**src/rtl/lpm_pkg.sv**
```systemverilog
package lpm_pkg;
   typedef enum logic [1:0] {
      MODE_RUN   = 2'b00,
      MODE_SLEEP = 2'b01,
      MODE_DEEP  = 2'b10,
      MODE_WAKE  = 2'b11
   } lpm_mode_e;

   typedef enum logic {
      SRC_IRQ = 1'b0,
      SRC_EVT = 1'b1
   } wake_src_e;
endpackage

```
**src/rtl/lpm_downcounter.sv**
```systemverilog
module lpm_downcounter #(
   parameter int unsigned SPAN = 16
) (
   input  logic clk,
   input  logic rst_n,
   input  logic load,
   output logic busy,
   output logic final_tick
);
   generate
      if (SPAN == 0) begin : g_none
         logic unused_in;
         assign unused_in  = ^{clk, rst_n, load};
         assign busy       = 1'b0;
         assign final_tick = 1'b1;
      end else begin : g_count
         localparam int unsigned CW = $clog2(SPAN + 1);
         logic [CW-1:0] cnt;

         always_ff @(posedge clk) begin
            if (!rst_n)           cnt <= '0;
            else if (load)        cnt <= CW'(SPAN);
            else if (cnt != '0)   cnt <= cnt - CW'(1);
         end

         assign busy       = (cnt != '0);
         assign final_tick = (cnt == CW'(1));

         AST_CNT_HOLD_ZERO: assert property (@(posedge clk) disable iff (!rst_n)
            (cnt == '0 && !load) |=> (cnt == '0));
         AST_CNT_LOAD_FULL: assert property (@(posedge clk) disable iff (!rst_n)
            load |=> (cnt == CW'(SPAN)));
      end
   endgenerate
endmodule

```
**src/rtl/lpm_entry_decode.sv**
```systemverilog
module lpm_entry_decode
   import lpm_pkg::*;
#(
   parameter int unsigned NUM_IRQ = 8
) (
   input  logic               wfi_req,
   input  logic               wfe_req,
   input  logic               exc_return,
   input  logic               sleep_on_exit,
   input  logic [NUM_IRQ-1:0] irq_pending,
   input  logic               event_in,
   input  logic               deep_sel,
   input  logic               lockout_busy,
   output logic               irq_any,
   output logic               enter,
   output wake_src_e          src,
   output logic               go_deep
);
   logic soe_req;
   logic any_req;
   logic blocked;

   assign irq_any = |irq_pending;
   assign soe_req = exc_return & sleep_on_exit;
   assign any_req = wfi_req | wfe_req | soe_req;

   always_comb begin
      if (wfe_req && !wfi_req && !soe_req) src = SRC_EVT;
      else                                 src = SRC_IRQ;
   end

   assign blocked = (src == SRC_EVT) ? event_in : irq_any;
   assign enter   = any_req & ~blocked;
   assign go_deep = deep_sel & ~lockout_busy;
endmodule

```
**src/rtl/lpm_ctrl.sv**
```systemverilog
module lpm_ctrl
   import lpm_pkg::*;
#(
   parameter int unsigned NUM_IRQ        = 8,
   parameter int unsigned DIV_W          = 3,
   parameter int unsigned LOCKOUT_CYCLES = 1000,
   parameter int unsigned RELOCK_CYCLES  = 16
) (
   input  logic               clk,
   input  logic               rst_n,
   input  logic               wfi_req,
   input  logic               wfe_req,
   input  logic               exc_return,
   input  logic               sleep_on_exit,
   input  logic               deep_sel,
   input  logic [NUM_IRQ-1:0] irq_pending,
   input  logic               event_in,
   input  logic [DIV_W-1:0]   dslp_div,
   input  logic               osc_off_req,
   output logic               cpu_clk_en,
   output logic               periph_clk_en,
   output logic               pll_en,
   output logic               osc_en,
   output logic               clk_sel,
   output logic [DIV_W-1:0]   slow_div,
   output logic               dbg_block,
   output logic [1:0]         mode
);
   generate
      if (NUM_IRQ < 1) begin : g_bad_irq
         $error("lpm_ctrl: NUM_IRQ must be at least 1");
      end
      if (DIV_W < 1) begin : g_bad_div
         $error("lpm_ctrl: DIV_W must be at least 1");
      end
      if (RELOCK_CYCLES < 1) begin : g_bad_relock
         $error("lpm_ctrl: RELOCK_CYCLES must be at least 1");
      end
   endgenerate

   lpm_mode_e        state;
   wake_src_e        src_q;
   logic [DIV_W-1:0] div_q;

   logic      irq_any;
   logic      enter;
   wake_src_e src_new;
   logic      go_deep;
   logic      lock_busy;
   logic      lock_last;
   logic      relock_busy;
   logic      relock_last;
   logic      wake_hit;
   logic      deep_wake;
   logic      unused_sig;

   assign unused_sig = ^{osc_off_req, lock_last, relock_busy};

   lpm_entry_decode #(.NUM_IRQ(NUM_IRQ)) u_decode (
      .wfi_req      (wfi_req),
      .wfe_req      (wfe_req),
      .exc_return   (exc_return),
      .sleep_on_exit(sleep_on_exit),
      .irq_pending  (irq_pending),
      .event_in     (event_in),
      .deep_sel     (deep_sel),
      .lockout_busy (lock_busy),
      .irq_any      (irq_any),
      .enter        (enter),
      .src          (src_new),
      .go_deep      (go_deep)
   );

   assign wake_hit  = (src_q == SRC_EVT) ? event_in : irq_any;
   assign deep_wake = (state == MODE_DEEP) && wake_hit;

   lpm_downcounter #(.SPAN(LOCKOUT_CYCLES)) u_lockout (
      .clk       (clk),
      .rst_n     (rst_n),
      .load      (deep_wake),
      .busy      (lock_busy),
      .final_tick(lock_last)
   );

   lpm_downcounter #(.SPAN(RELOCK_CYCLES)) u_relock (
      .clk       (clk),
      .rst_n     (rst_n),
      .load      (deep_wake),
      .busy      (relock_busy),
      .final_tick(relock_last)
   );

   always_ff @(posedge clk) begin
      if (!rst_n) begin
         state <= MODE_RUN;
         src_q <= SRC_IRQ;
         div_q <= '0;
      end else begin
         unique case (state)
            MODE_RUN: begin
               if (enter) begin
                  src_q <= src_new;
                  if (go_deep) begin
                     state <= MODE_DEEP;
                     div_q <= dslp_div;
                  end else begin
                     state <= MODE_SLEEP;
                  end
               end
            end
            MODE_SLEEP: if (wake_hit)    state <= MODE_RUN;
            MODE_DEEP:  if (wake_hit)    state <= MODE_WAKE;
            MODE_WAKE:  if (relock_last) state <= MODE_RUN;
            default:                     state <= MODE_RUN;
         endcase
      end
   end

   always_comb begin
      cpu_clk_en    = 1'b0;
      periph_clk_en = 1'b1;
      pll_en        = 1'b1;
      clk_sel       = 1'b0;
      dbg_block     = 1'b1;
      unique case (state)
         MODE_RUN: begin
            cpu_clk_en = 1'b1;
            dbg_block  = 1'b0;
         end
         MODE_SLEEP: ;
         MODE_DEEP: begin
            pll_en  = 1'b0;
            clk_sel = 1'b1;
         end
         MODE_WAKE: clk_sel = 1'b1;
         default: ;
      endcase
   end

   assign osc_en   = 1'b1;
   assign slow_div = clk_sel ? div_q : '0;
   assign mode     = state;

   AST_WFI_PENDING_STAYS: assert property (@(posedge clk) disable iff (!rst_n)
      (state == MODE_RUN && wfi_req && irq_any) |=> (state == MODE_RUN));
   AST_IRQ_WAKES_SLEEP: assert property (@(posedge clk) disable iff (!rst_n)
      (state == MODE_SLEEP && src_q == SRC_IRQ && irq_any) |=> (state == MODE_RUN));
   AST_EVT_WAKES_SLEEP: assert property (@(posedge clk) disable iff (!rst_n)
      (state == MODE_SLEEP && src_q == SRC_EVT && event_in) |=> (state == MODE_RUN));
   AST_SLEEP_NO_DEEP: assert property (@(posedge clk) disable iff (!rst_n)
      (state == MODE_SLEEP) |=> (state == MODE_SLEEP || state == MODE_RUN));
   AST_DIV_HELD: assert property (@(posedge clk) disable iff (!rst_n)
      (state == MODE_DEEP && $past(state) == MODE_DEEP) |-> $stable(slow_div));
   AST_WAKE_EXIT: assert property (@(posedge clk) disable iff (!rst_n)
      (state == MODE_WAKE && relock_last) |=> (state == MODE_RUN && cpu_clk_en));
   AST_LOCKOUT_SHALLOW: assert property (@(posedge clk) disable iff (!rst_n)
      (state == MODE_RUN && lock_busy) |=> (state != MODE_DEEP));
endmodule

```
**config.mk**
```make
export PLATFORM = sky130hd
export DESIGN_NAME = lpm_ctrl
export DESIGN_NICKNAME = d
export VERILOG_FILES = /design/src/rtl/lpm_pkg.sv /design/src/rtl/lpm_downcounter.sv /design/src/rtl/lpm_entry_decode.sv /design/src/rtl/lpm_ctrl.sv
export SDC_FILE = /design/constraint.sdc
export NUM_CORES = 1
export LEC_CHECK = 0
export BUFFER_PORTS_ARGS = -buffer_cell sky130_fd_sc_hd__buf_2
export CORE_MARGIN = 1.5
export CORE_UTILIZATION = 47
export CTS_CLUSTER_DIAMETER = 50
export DETAILED_ROUTE_END_ITERATION = 7
export PLACE_DENSITY = 0.83
export SYNTH_ARGS = -nofsm -noshare
export SYNTH_HDL_FRONTEND = slang
export SYNTH_HIERARCHICAL = 1
export SYNTH_SLANG_ARGS = --single-unit
```
**constraint.sdc**
```tcl
create_clock -name clk -period 2.3 [get_ports clk]
set_input_delay 0.23 -clock clk [delete_from_list [all_inputs] [get_ports clk]]
set_output_delay 0.23 -clock clk [all_outputs]
set_load 0.02 [all_outputs]
```
==> metrics.txt <==
Critical Path End Type=flip-flop; # nets final=191; syn avg cell area=9.010 um^2; Peak Freq=460.9 MHz; Clock Tree Buf Depth=2; Reg2Reg Depth=8; outcome=finished clean; Core Region=2500 um^2; initial DRC count=18; clock sink count=21; Setup Viol. Count Final=0; drt via density=5.706; Cell Pwr Density=1169 nW/um^2; DP HPWL=1.994 mm; diode count=0; clk_skew=7.853 ps; Worst setup SP type=flip-flop; end of the critical path=div_q[0]; Hold Path Class=in2reg; Port Buffers=27; peak supply drop=0.8242 mV; initial antenna violation count=0; Die W=54.62 um; Antenna Nets Post-Route=0; crit path launch=u_lockout/g_count.cnt[0]; Max-Cap Viols=0; P&R area growth vs syn=15.58%; layout cells sized above 1=0.3174; I/O pin count=31; hold slack=188.2 ps; highest routed layer=met4; grt ovf=0; post-synthesis cell count=139; Metal-1 WL=1.066 mm; yosys warns=6; CTS Hold Bufs=0; floorplan row count=18; WL met3=132 um; Hold Vio Cnt, Final=0; Die Area=2983 um^2; Setup Total Neg Slack=0 ps; worst path required time=2510 ps; RSZ-0062 raised after global routing=no; RR Endpoint=div_q[0]; vias in the first global route=961; drt drc=0; worst-margin pin slew=732.1 ps; crit path DAT=2380 ps; Max Slew Vio Count=0; CTS tree=built; metal2 WL=1.332 mm; WHS Path Cells=3; routed len/inst=12.96 um; DRT Pass-1 Iters=5; via count=1,124; largest net degree at the start of global routing=15; clock buffer count from CTS=3; Max transition margin=0.5079; RePlAce Congestion=0.8717; critical path class=reg2reg; critical path peak fanout=3; Clock Latency Late Sink=300 ps; final WL=2.553 mm; Final period util=0.9433; first-pass GRT wire length=4.043 mm; GR Util All Layers=0.1849; Clock transition at path regs=120 ps; Root Buffer=clkbuf_4; start of the worst register-to-register path=u_lockout/g_count.cnt[0]; Initial Util=0.5010; die height=54.62 um; minimum setup slack among reg-to-reg paths=130 ps; static leakage=0.6039 nW; synthesized area=1252 um^2; fin crit period=2170 ps; H-tree levels=1
==> power breakdown <==
group	internal, mW	switching (mW)
sequential	0.466	0.116
combinational	0.475	0.458
clock	0.0648	0.113
==> layout by cell type, fill, tap and decap left out, types with 2 or more instances in the layout <==
| master | count |
|---|---|
| ha_1 | 2 |
| nor2b_1 | 6 |
| or4_1 | 2 |
| xnor2_1 | 3 |
| a21oi_1 | 3 |
| nor4_2 | 3 |
| dfxtp_1 | 21 |
| and2_1 | 5 |
| o311a_1 | 2 |
| inv_1 | 8 |
| buf_2 | 27 |
| nor3b_1 | 3 |
| nand2b_1 | 4 |
| or2_2 | 2 |
| conb_1 | 2 |
| buf_4 | 7 |
| nor2_1 | 9 |
| mux2i_1 | 6 |
| nand3b_1 | 2 |
| nand2_1 | 6 |
| a211oi_2 | 2 |
| clkbuf_4 | 3 |
| a311oi_1 | 2 |
| nor4_1 | 3 |
| nor4b_1 | 2 |
| nor3_1 | 4 |
==> worst max-delay path: stages (launching register included) <==
cell and delay (ps):
dfxtp_1 330, inv_1 60, ha_2 180, or3b_4 380
or3_4 420, nor2b_2 150, and4bb_2 300, mux2i_1 210
nor2b_1 60
==> metrics by stage <==
step           total power, mW  std cells  area (um^2)  setup WS, ps  utilization
2_1_floorplan            1.286        140         1259         19.25            -
3_3_place_gp             1.437        193         1415         186.9       0.5661
3_5_place_dp             1.499        193         1415         100.9       0.5661
4_1_cts                  1.682        197         1443         86.07       0.5771
5_1_grt                  1.832        197         1448         9.568       0.5791
6_report                 1.692        197         1448         130.5       0.5791
==> flip-flops by register name, indices dropped and copies added (netlist names) <==
| register | cells |
|---|---|
| mode | 2 |
| u_lockout/g_count.cnt | 10 |
| src_q | 1 |
| div_q | 3 |
| u_relock/g_count.cnt | 5 |
==> layer usage <==
metal | vias up | track usage
met2 | 37 | 0.3313
met5 | - | 0
li1 | 558 | -
met3 | 3 | 0.02459
met4 | 0 | 0.05417
met1 | 526 | 0.2273
==> worst min path at each step <==
stage / startpoint / to / slack, ps
finish: dslp_div[1] / div_q[1] / 190
global route: dslp_div[1] / div_q[1] / 180
CTS: dslp_div[1] / div_q[1] / 180
detailed placement: div_q[1] / div_q[1] / 500
global placement: div_q[0] / div_q[0] / 490
floorplan: rst_n / u_relock/g_count.cnt[4] / 350
==> final cells by class <==
cell class	count	area (um^2)
Inverter	8	30.03
Fill cell	244	1052
Timing Repair Buffer	34	187.7
Multi-Input combinational cell	100	744.5
Clock buffer	3	22.52
Sequential cell	21	420.4
Tap cell	30	37.54
Clock inverter	1	5.005
==> repair_timing <==
action,in CTS,in global routing
gates resized for setup,0,2
buffers inserted,0,0
setup endpoints to repair,0,3
endpoints found under the hold margin,0,0
No activity file was read; power rests on OpenSTA's default activity.
